**config.mk**
```make
export PLATFORM = sky130hd
export DESIGN_NAME = sc_uart
export DESIGN_NICKNAME = d
export VERILOG_FILES = /design/src/rtl/sc_uart_pkg.sv /design/src/rtl/sc_uart_tick.sv /design/src/rtl/sc_uart_tx.sv /design/src/rtl/sc_uart_rx.sv /design/src/rtl/sc_uart.sv
export SDC_FILE = /design/constraint.sdc
export NUM_CORES = 1
export LEC_CHECK = 0
export BUFFER_PORTS_ARGS = -buffer_cell sky130_fd_sc_hd__buf_4
export CAP_MARGIN = 30
export CORE_MARGIN = 10
export CORE_UTILIZATION = 55
export CTS_CLUSTER_SIZE = 30
export DETAILED_ROUTE_END_ITERATION = 8
export GPL_TIMING_DRIVEN = 1
export PLACE_DENSITY = 0.79
export SLEW_MARGIN = 30
export SYNTH_ARGS = -nofsm -noshare
export SYNTH_HDL_FRONTEND = slang
export SYNTH_SLANG_ARGS = --single-unit
export TNS_END_PERCENT = 20
```
**constraint.sdc**
```tcl
create_clock -name clk -period 4.98 [get_ports clk]
set_clock_uncertainty 0.05 [all_clocks]
set_input_delay 0.747 -clock clk [delete_from_list [all_inputs] [get_ports clk]]
set_output_delay 0.747 -clock clk [all_outputs]
set_load 0.01 [all_outputs]
```
**src/rtl/sc_uart_pkg.sv**
```systemverilog
package sc_uart_pkg;
  localparam int unsigned OSR       = 16;
  localparam int unsigned SUB_W     = $clog2(OSR);
  localparam int unsigned DATA_W    = 8;
  localparam int unsigned FRAME_LEN = DATA_W + 3;
  localparam int unsigned CNT_W     = $clog2(FRAME_LEN + 1);
  localparam int unsigned PAR_IDX   = FRAME_LEN - 2;
  localparam int unsigned STOP_IDX  = FRAME_LEN - 1;
endpackage

```
**src/rtl/sc_uart_tick.sv**
```systemverilog
module sc_uart_tick
  import sc_uart_pkg::*;
#(
  parameter int unsigned DIV_W = 8
) (
  input  logic             clk,
  input  logic             rst_n,
  input  logic             run,
  input  logic [DIV_W-1:0] div,
  output logic             mid,
  output logic             bend
);
  logic [DIV_W-1:0] pre_q, pre_d;
  logic [SUB_W-1:0] sub_q, sub_d;
  logic             wrap;

  assign wrap = (pre_q == div);

  always_comb begin
    pre_d = pre_q;
    sub_d = sub_q;
    if (!run) begin
      pre_d = '0;
      sub_d = '0;
    end else if (wrap) begin
      pre_d = '0;
      sub_d = sub_q + 1'b1;
    end else begin
      pre_d = pre_q + 1'b1;
    end
  end

  always_ff @(posedge clk or negedge rst_n) begin
    if (!rst_n) begin
      pre_q <= '0;
      sub_q <= '0;
    end else begin
      pre_q <= pre_d;
      sub_q <= sub_d;
    end
  end

  assign mid  = run && wrap && (sub_q == SUB_W'(OSR/2 - 1));
  assign bend = run && wrap && (sub_q == SUB_W'(OSR - 1));
endmodule

```
**src/rtl/sc_uart_tx.sv**
```systemverilog
module sc_uart_tx
  import sc_uart_pkg::*;
(
  input  logic              clk,
  input  logic              rst_n,
  input  logic              wr,
  input  logic [DATA_W-1:0] wdata,
  input  logic              line_s,
  input  logic              rx_busy,
  input  logic              mid,
  input  logic              bend,
  output logic              busy,
  output logic              load,
  output logic              drive_low,
  output logic              buf_empty,
  output logic              irq,
  output logic              nack_seen
);
  logic [DATA_W-1:0]    buf_q, buf_d;
  logic                 full_q, full_d;
  logic                 busy_q, busy_d;
  logic [FRAME_LEN-1:0] sh_q, sh_d;
  logic [CNT_W-1:0]     cnt_q, cnt_d;
  logic                 stop_q, stop_d;
  logic                 nack_q, nack_d;
  logic                 irq_q, irq_d;
  logic                 last;

  assign load = full_q && !busy_q && !rx_busy;
  assign last = busy_q && bend && (cnt_q == CNT_W'(STOP_IDX));

  always_comb begin
    buf_d  = buf_q;
    full_d = full_q;
    busy_d = busy_q;
    sh_d   = sh_q;
    cnt_d  = cnt_q;
    stop_d = stop_q;
    nack_d = nack_q;
    irq_d  = 1'b0;
    if (wr && !full_q) begin
      buf_d  = wdata;
      full_d = 1'b1;
    end
    if (load) begin
      full_d = 1'b0;
      busy_d = 1'b1;
      sh_d   = {1'b1, ^buf_q, buf_q, 1'b0};
      cnt_d  = '0;
      stop_d = 1'b1;
      nack_d = 1'b0;
    end else if (busy_q) begin
      if (mid && (cnt_q == CNT_W'(STOP_IDX))) stop_d = line_s;
      if (bend) begin
        sh_d  = {1'b1, sh_q[FRAME_LEN-1:1]};
        cnt_d = cnt_q + 1'b1;
      end
      if (last) begin
        busy_d = 1'b0;
        irq_d  = 1'b1;
        nack_d = !stop_q;
      end
    end
  end

  always_ff @(posedge clk or negedge rst_n) begin
    if (!rst_n) begin
      buf_q  <= '0;
      full_q <= 1'b0;
      busy_q <= 1'b0;
      sh_q   <= '1;
      cnt_q  <= '0;
      stop_q <= 1'b1;
      nack_q <= 1'b0;
      irq_q  <= 1'b0;
    end else begin
      buf_q  <= buf_d;
      full_q <= full_d;
      busy_q <= busy_d;
      sh_q   <= sh_d;
      cnt_q  <= cnt_d;
      stop_q <= stop_d;
      nack_q <= nack_d;
      irq_q  <= irq_d;
    end
  end

  assign busy      = busy_q;
  assign drive_low = busy_q && !sh_q[0];
  assign buf_empty = !full_q;
  assign irq       = irq_q;
  assign nack_seen = nack_q;
endmodule

```
**src/rtl/sc_uart_rx.sv**
```systemverilog
module sc_uart_rx
  import sc_uart_pkg::*;
(
  input  logic              clk,
  input  logic              rst_n,
  input  logic              line_s,
  input  logic              tx_busy,
  input  logic              tx_load,
  input  logic              mid,
  input  logic              bend,
  input  logic              rd,
  output logic              busy,
  output logic              drive_low,
  output logic [DATA_W-1:0] data,
  output logic              ready,
  output logic              perr,
  output logic              irq
);
  logic              prev_q, prev_d;
  logic              busy_q, busy_d;
  logic [CNT_W-1:0]  cnt_q, cnt_d;
  logic [DATA_W-1:0] sh_q, sh_d;
  logic              par_q, par_d;
  logic              nack_q, nack_d;
  logic [DATA_W-1:0] data_q, data_d;
  logic              ready_q, ready_d;
  logic              perr_q, perr_d;
  logic              irq_q, irq_d;
  logic              start;

  assign start = !busy_q && !tx_busy && !tx_load && prev_q && !line_s;

  always_comb begin
    prev_d  = line_s;
    busy_d  = busy_q;
    cnt_d   = cnt_q;
    sh_d    = sh_q;
    par_d   = par_q;
    nack_d  = nack_q;
    data_d  = data_q;
    ready_d = ready_q;
    perr_d  = perr_q;
    irq_d   = 1'b0;
    if (rd) ready_d = 1'b0;
    if (start) begin
      busy_d = 1'b1;
      cnt_d  = '0;
      par_d  = 1'b0;
    end else if (busy_q) begin
      if (mid) begin
        if (cnt_q == '0) begin
          if (line_s) busy_d = 1'b0;
        end else if (cnt_q <= CNT_W'(DATA_W)) begin
          sh_d  = {line_s, sh_q[DATA_W-1:1]};
          par_d = par_q ^ line_s;
        end else if (cnt_q == CNT_W'(PAR_IDX)) begin
          par_d = par_q ^ line_s;
        end
      end
      if (bend) begin
        cnt_d = cnt_q + 1'b1;
        if (cnt_q == CNT_W'(PAR_IDX)) nack_d = par_q;
        if (cnt_q == CNT_W'(STOP_IDX)) begin
          busy_d  = 1'b0;
          nack_d  = 1'b0;
          data_d  = sh_q;
          ready_d = 1'b1;
          perr_d  = par_q;
          irq_d   = 1'b1;
        end
      end
    end
  end

  always_ff @(posedge clk or negedge rst_n) begin
    if (!rst_n) begin
      prev_q  <= 1'b1;
      busy_q  <= 1'b0;
      cnt_q   <= '0;
      sh_q    <= '0;
      par_q   <= 1'b0;
      nack_q  <= 1'b0;
      data_q  <= '0;
      ready_q <= 1'b0;
      perr_q  <= 1'b0;
      irq_q   <= 1'b0;
    end else begin
      prev_q  <= prev_d;
      busy_q  <= busy_d;
      cnt_q   <= cnt_d;
      sh_q    <= sh_d;
      par_q   <= par_d;
      nack_q  <= nack_d;
      data_q  <= data_d;
      ready_q <= ready_d;
      perr_q  <= perr_d;
      irq_q   <= irq_d;
    end
  end

  assign busy      = busy_q;
  assign drive_low = nack_q;
  assign data      = data_q;
  assign ready     = ready_q;
  assign perr      = perr_q;
  assign irq       = irq_q;
endmodule

```
**src/rtl/sc_uart.sv**
```systemverilog
module sc_uart
  import sc_uart_pkg::*;
#(
  parameter int unsigned DIV_W       = 8,
  parameter int unsigned SYNC_STAGES = 2
) (
  input  logic              clk,
  input  logic              rst_n,
  input  logic [DIV_W-1:0]  baud_div,
  input  logic              tx_wr,
  input  logic [DATA_W-1:0] tx_byte,
  input  logic              rx_rd,
  input  logic              line_in,
  output logic              line_pull_low,
  output logic              tx_buf_empty,
  output logic              tx_empty,
  output logic              tx_nack_seen,
  output logic [DATA_W-1:0] rx_byte,
  output logic              rx_ready,
  output logic              rx_parity_err,
  output logic              tx_irq,
  output logic              rx_irq
);
  logic [1:0]             rst_pipe;
  logic                   rst_q;
  logic [SYNC_STAGES-1:0] sync_q;
  logic                   line_s;
  logic                   tx_busy, tx_load, tx_drv, tx_mid, tx_bend;
  logic                   rx_busy, rx_drv, rx_mid, rx_bend;

  // Reset asserts at once and is released two edges after rst_n rises.
  always_ff @(posedge clk or negedge rst_n) begin
    if (!rst_n) rst_pipe <= '0;
    else        rst_pipe <= {rst_pipe[0], 1'b1};
  end
  assign rst_q = rst_pipe[1];

  generate
    for (genvar s = 0; s < SYNC_STAGES; s++) begin : g_sync
      always_ff @(posedge clk or negedge rst_q) begin
        if (!rst_q) sync_q[s] <= 1'b1;
        else if (s == 0) sync_q[s] <= line_in;
        else sync_q[s] <= sync_q[(s == 0) ? 0 : s-1];
      end
    end
  endgenerate
  assign line_s = sync_q[SYNC_STAGES-1];

  sc_uart_tick #(.DIV_W(DIV_W)) u_tx_tick (
    .clk(clk), .rst_n(rst_q), .run(tx_busy), .div(baud_div),
    .mid(tx_mid), .bend(tx_bend)
  );

  sc_uart_tick #(.DIV_W(DIV_W)) u_rx_tick (
    .clk(clk), .rst_n(rst_q), .run(rx_busy), .div(baud_div),
    .mid(rx_mid), .bend(rx_bend)
  );

  sc_uart_tx u_tx (
    .clk(clk), .rst_n(rst_q), .wr(tx_wr), .wdata(tx_byte), .line_s(line_s),
    .rx_busy(rx_busy), .mid(tx_mid), .bend(tx_bend), .busy(tx_busy),
    .load(tx_load), .drive_low(tx_drv), .buf_empty(tx_buf_empty),
    .irq(tx_irq), .nack_seen(tx_nack_seen)
  );

  sc_uart_rx u_rx (
    .clk(clk), .rst_n(rst_q), .line_s(line_s), .tx_busy(tx_busy),
    .tx_load(tx_load), .mid(rx_mid), .bend(rx_bend), .rd(rx_rd),
    .busy(rx_busy), .drive_low(rx_drv), .data(rx_byte), .ready(rx_ready),
    .perr(rx_parity_err), .irq(rx_irq)
  );

  assign line_pull_low = tx_drv | rx_drv;
  assign tx_empty      = tx_buf_empty && !tx_busy;
endmodule

```
After elaboration in Yosys (flattened, before gate mapping)
Index checks and enable logic that the tools add are counted.
{"block": "totals", "register_bits": 83, "input_bits": 21, "elab_cells": 148}
{"block": "classes", "addsub": 6, "magnitude_cmp": 1, "eq_ne": 12, "muxes": 55, "n_bitwise": 4, "reduce_logical": 45}
{"op": "$mux 4", "count": 10}
{"op": "$mux 1", "count": 38}
{"op": "$mux 11", "count": 3}
{"op": "$mux 8", "count": 4}
{"op": "$eq 4x4->1 const B", "count": 5}
{"op": "$logic_and 1x1->1", "count": 18}
{"op": "$reduce_bool 2->1", "count": 9}
{"op": "$add 4x1->4 const B", "count": 4}
{"op": "$add 8x1->8 const B", "count": 2}
{"op": "$eq 8x8->1", "count": 2}
{"op": "$reduce_and 4->1", "count": 3}
{"op": "$eq 4x3->1 const B", "count": 2}
{"op": "$reduce_and 2->1", "count": 4}
{"op": "$reduce_xor 8->1", "count": 1}
{"op": "$logic_not 1->1", "count": 7}
{"op": "$reduce_and 5->1", "count": 1}
{"op": "$le 4x4->1 const B", "count": 1}
{"op": "$logic_not 4->1", "count": 1}
{"op": "$ne 2x2->1 const B", "count": 2}
{"op": "$reduce_bool 3->1", "count": 1}
{"op": "$ne 2x1->1 const B", "count": 1}
{"op": "$not 1->1", "count": 2}
{"op": "$or 1x1->1", "count": 1}
{"op": "$xor 1x1->1", "count": 1}

Longest topological paths before layout
{"block": "logic_depth", "word_depth": 9, "mapped_depth": 7, "ltp_nobuf": 6}

Modules after synthesis
Synthesis repeated with hierarchy kept, for this count alone.
{"block": "hier_totals", "cells_unflattened": 333, "area_unflattened_um2": 3819.9}
{"module": "sc_uart_tick", "n_inst": 2, "cells_each": 66, "area_each_um2": 661.9, "seq_area_each_um2": 300.3}
{"module": "sc_uart_tx", "n_inst": 1, "cells_each": 108, "area_each_um2": 1217.4, "seq_area_each_um2": 689.4}
{"module": "sc_uart_rx", "n_inst": 1, "cells_each": 86, "area_each_um2": 1159.9, "seq_area_each_um2": 676.9}
{"module": "sc_uart", "n_inst": 1, "cells_each": 7, "area_each_um2": 118.9, "seq_area_each_um2": 102.6}

Least setup slack after synthesis
Ideal clock, no wire load.
{"block": "synth_path", "path_type": "input port to flip-flop", "from": "input baud_div[0]", "to": "register u_rx.sh_q[0]", "setup_ns": 0.125, "arrival_time_ns": 2.107, "path_slack_ns": 2.698, "cell_stages": 5, "cell_sequence": "xnor2_1 -> nand4_2 -> or4b_1 -> buf_6 -> mux2_4"}
{"block": "synth_between", "elab_chain_len": 4}
{"item": "start: declaration", "line": "sc_uart.sv:9", "rtl": "input logic [DIV_W-1:0] baud_div,"}
{"item": "$eq 8x8->1", "line": "sc_uart_tick.sv:17", "rtl": "assign wrap = (pre_q == div);"}
{"item": "$logic_and 1x1->1 (2 in a row)", "line": "sc_uart_tick.sv:43", "rtl": "assign mid = run && wrap && (sub_q == SUB_W'(OSR/2 - 1));"}
{"item": "$reduce_and 5->1 (no source line)"}
{"item": "end signal: assignment", "line": "sc_uart_rx.sv:80", "rtl": "sh_q <= '0;"}
{"item": "end signal: assignment", "line": "sc_uart_rx.sv:91", "rtl": "sh_q <= sh_d;"}
{"item": "end: declaration", "line": "sc_uart_rx.sv:22", "rtl": "logic [DATA_W-1:0] sh_q, sh_d;"}
Every way passes these cells.
A chain may end at the register's enable or synchronous reset.

Worst setup path in the final report
{"block": "layout_path", "from": "input baud_div[7]", "to": "register u_rx.sh_q[7]"}
Same word-level chain as after synthesis.

==> results by group <==
Finish
  – Final core utilization: between 60% and 70%
  – Post-layout net count: just over 400
  – Layout fillers: 560
  – Area used by multi-input combinational logic: around 1800 sq um
  – Proportion of layout cells with a drive suffix above 1: 27.2%
  – Growth of design area from synthesis to finish: 15.0%
  – Count of placed standard cells in the final layout, fillers left out: 479
  – Combined flip-flop and latch cell area: approximately 2100 sq um
  – Antenna fix cells: 0

Placement
  – Placer's final routability congestion estimate: between 0.8 and 0.9
  – Detailed placer's ending HPWL: around 5.5 mm
  – Post-Place Cells: ~460
  – Number of I/O port buffers: 36

STA
  – Highest attainable clock frequency: 387 MHz
  – Final worst path period share: 51.9%
  – Unrepaired setup endpoints after global routing: false
  – Max-slew violations: 0
  – Fin crit period: roughly 2600 ps
  – Transition time at the pin with the least slew margin: 668 ps
  – Final setup fails: 0
  – Max_slew headroom: a little under three fifths
  – Hold violation count in the final report: 0
  – Total Negative Setup Slacks: 0 ps

Drt
  – Average routed wire per standard cell: between 15 and 20 um
  – Via density per instance: around 5.6
  – Violation count after the first detailed-route iteration: between 100 and 150
  – Total number of vias: ~2700
  – Met3 Wirelength: 219 um
  – Post-detailed-route count of antenna-violating nets: 0
  – WL met1: roughly 3.4 mm
  – First-pass iteration count of the detailed router: 4
  – Met2 WL post-DR: 3.87 mm
  – Number of DRC violations after detailed routing: 0
  – Top layer in use: met4
  – Total routed wirelength: about 7.6 mm

Setup path
  – Setup CP Type: primary input to register
  – Type of element launching the critical path: primary input
  – Worst EP arrival: about 2800 ps
  – Capturing element type of the critical path: register
  – Critical path buffer and inverter count: 1
  – Worst path cell trace: buf_4 > xnor2_1 > nand4_2 > or4b_1 > mux2_4
  – Crit-path leading delay family: simple AND/OR/NAND/NOR gates
  – Max incr delay on CP: slightly above 900 ps
  – Data required time at the worst endpoint: 5180 ps
  – Highest fanout seen on the critical path: 19
  – Critical-path cell with the highest stage delay: or4b_1

Clocking
  – Clock transition at the registers of the reported paths: around 90 ps
  – TritonCTS buffer count: 9
  – Longest Clk Path Bufs: 2
  – Number of gates given a new drive strength after cts: 0
  – H-tree levels: 3
  – Setup repair bufs after CTS: 0
  – CTS Root Cell: clkbuf_8
  – Clock latency on the worst-skew pair: between 300 and 400 ps
  – Count of clock tree sinks: 82
  – CTS tree: yes
  – Hold Buf Count CTS: 0

Run
  – Max-cap check violation count: 0

Synth
  – Synth cell count leaders: 68 x dfrtp_1, 27 x nor2_1, 26 x xnor2_1
  – Sequential area share after synthesis: a little over half
  – Dominant combinational cell family by area after synthesis: simple AND/OR/NAND/NOR gates
  – Area share of the leading cell type in the synthesized netlist: a little over two fifths
  – Area share of xor/xnor cells in the synthesized design: approximately 8.0%
  – Synthesized area per cell: roughly 12 sq um
  – Post-synthesis register bit count: just over 80
  – Top post-synthesis cells by area: dfrtp_1 43%, dfstp_2 9.3%, xnor2_1 5.8%, mux2_2 5.7%, ha_1 3.2%
  – Number of enable-type register cells in the synthesized netlist: 0
  – Cell with the most instances after synthesis: dfrtp_1
  – Synthesized-area fraction occupied by and/or/nand/nor cells: 16.3%
  – Dominant cell type by area after synthesis: dfrtp_1
  – Portion of netlist area occupied by mux cells: 11.1%
  – Share of synthesized registers carrying an async set or reset: 100%
  – Area share of fa/ha/maj cells after synthesis: 3.17%
  – Predominant post-synthesis flop cell: dfrtp_1
  – Share of the synthesized area in compound gates (AO/OA/AOI/OAI): between 6 and 7%
  – Synthesized Nets: around 370
  – Synthesized instance count: 341
  – Count of distinct cell types in the synthesized netlist: between 40 and 50
  – Yosys warning count: 0
  – Cell area after technology mapping: 3950 sq um

Power and ir drop
  – Peak supply drop: 235 uV
  – Power per Cell Area: between 300 and 400 nW/um^2
  – Leak: approximately 2.1 nW
  – Power consumption: between 1.5 and 2 mW

Floorplan
  – I/O pins: 37
  – Effective utilization at floorplan: 57.2%
  – Die outline area: approximately 11000 sq um
  – Row count: 30
  – Std-Cell Core Area: 6910 sq um
  – Die width: 105 um
  – Die height: roughly 100 um

GRT
  – Overflow left after global routing: 0
  – GRT Total Usage: 14.3%
  – Global-route wire length before repair: ~13 mm
  – Antenna violations before repair: 0
  – Largest net degree at the start of global routing: between 40 and 50
  – Vias in the first global route: 2741

Worst hold path
  – Path class of the lowest-slack min-delay path: primary input to async pin

Status
  – Status: completed
-- stage by stage --
step,hold WS (ps),setup slack (ps),cell area [sq um]
6_report,97.0,2400,4540
5_1_grt,72.8,2270,4540
4_1_cts,80.3,2410,4540
3_5_place_dp,282,2020,4340
3_3_place_gp,289,1900,4310
2_1_floorplan,281,2500,3950
-- report_power, final --
part | leakage (nW) | total, mW | internal, mW | switching (mW)
Combinational | 0.996 | 0.329 | 0.161 | 0.168
Clock | 0.107 | 0.500 | 0.240 | 0.260
Sequential | 0.988 | 0.859 | 0.747 | 0.112
Total | 2.09 | 1.69 | 1.15 | 0.540
-- final timing paths --
path / from / to / slack, ps / cells after the start
setup / recovery: baud_div[7] / u_rx.sh_q[7] / 2400 / 5
max in group asynchronous: rst_pipe[1] / u_tx.sh_q[2] / 3950 / 1
hold reg to reg: rst_pipe[1] / u_rx_tick.pre_q[0] / 270 / 0
setup reg to reg: u_rx_tick.pre_q[0] / u_rx.sh_q[7] / 2420 / 4
min in group clk: rst_pipe[0] / rst_pipe[1] / 310 / 0
hold / removal: rst_n / rst_pipe[1] / 100 / 1
-- placed cells by master, fill, tap and decap left out, types with 6 or more instances in the layout --
cell / instances
nand2b_1: 6
mux2_2: 20
and3_1: 6
ha_1: 10
clkbuf_8: 9
xnor2_1: 26
inv_1: 14
nand2_1: 11
buf_4: 37
a221o_1: 8
and2_1: 9
xor2_1: 10
nand3_1: 18
dfrtp_1: 67
dfstp_2: 14
a21oi_1: 8
nor2_1: 27
mux2_4: 8
mux2i_1: 8
-- logic make-up after synthesis --
family	count (synthesis)
xor+xnor	36
other cells	1
simple gates	115
mux	37
flops	82
compound gates	34
fa+ha+maj	10
buf+inv	26
-- state kept, by name, summed over array words and instances (netlist names), 2 cells and up --
name	cells
u_tx.sh_q	10
u_rx_tick.sub_q	4
u_tx_tick.pre_q	8
u_rx.data	8
u_tx.buf_q	8
u_rx_tick.pre_q	8
u_tx.cnt_q	4
u_rx.sh_q	8
u_rx.cnt_q	4
u_tx_tick.sub_q	4
rst_pipe	2
-- routing by layer --
layer	vias up	track usage, %
li1	1269	-
met1	1349	17.1
met2	33	24.3
met3	11	3.56
met4	0	5.10
met5	-	0
-- final cells by class --
| class | count | area share (%) |
|---|---|---|
| inverter | 14 | 1.16 |
| sequential | 82 | 45.6 |
| clock buffer | 9 | 2.73 |
| clock inverter | 7 | 1.79 |
| multi-input combinational | 233 | 39.5 |
| timing repair buffer | 38 | 6.55 |
| tap | 96 | 2.64 |
(Power assumes the default switching activity.)
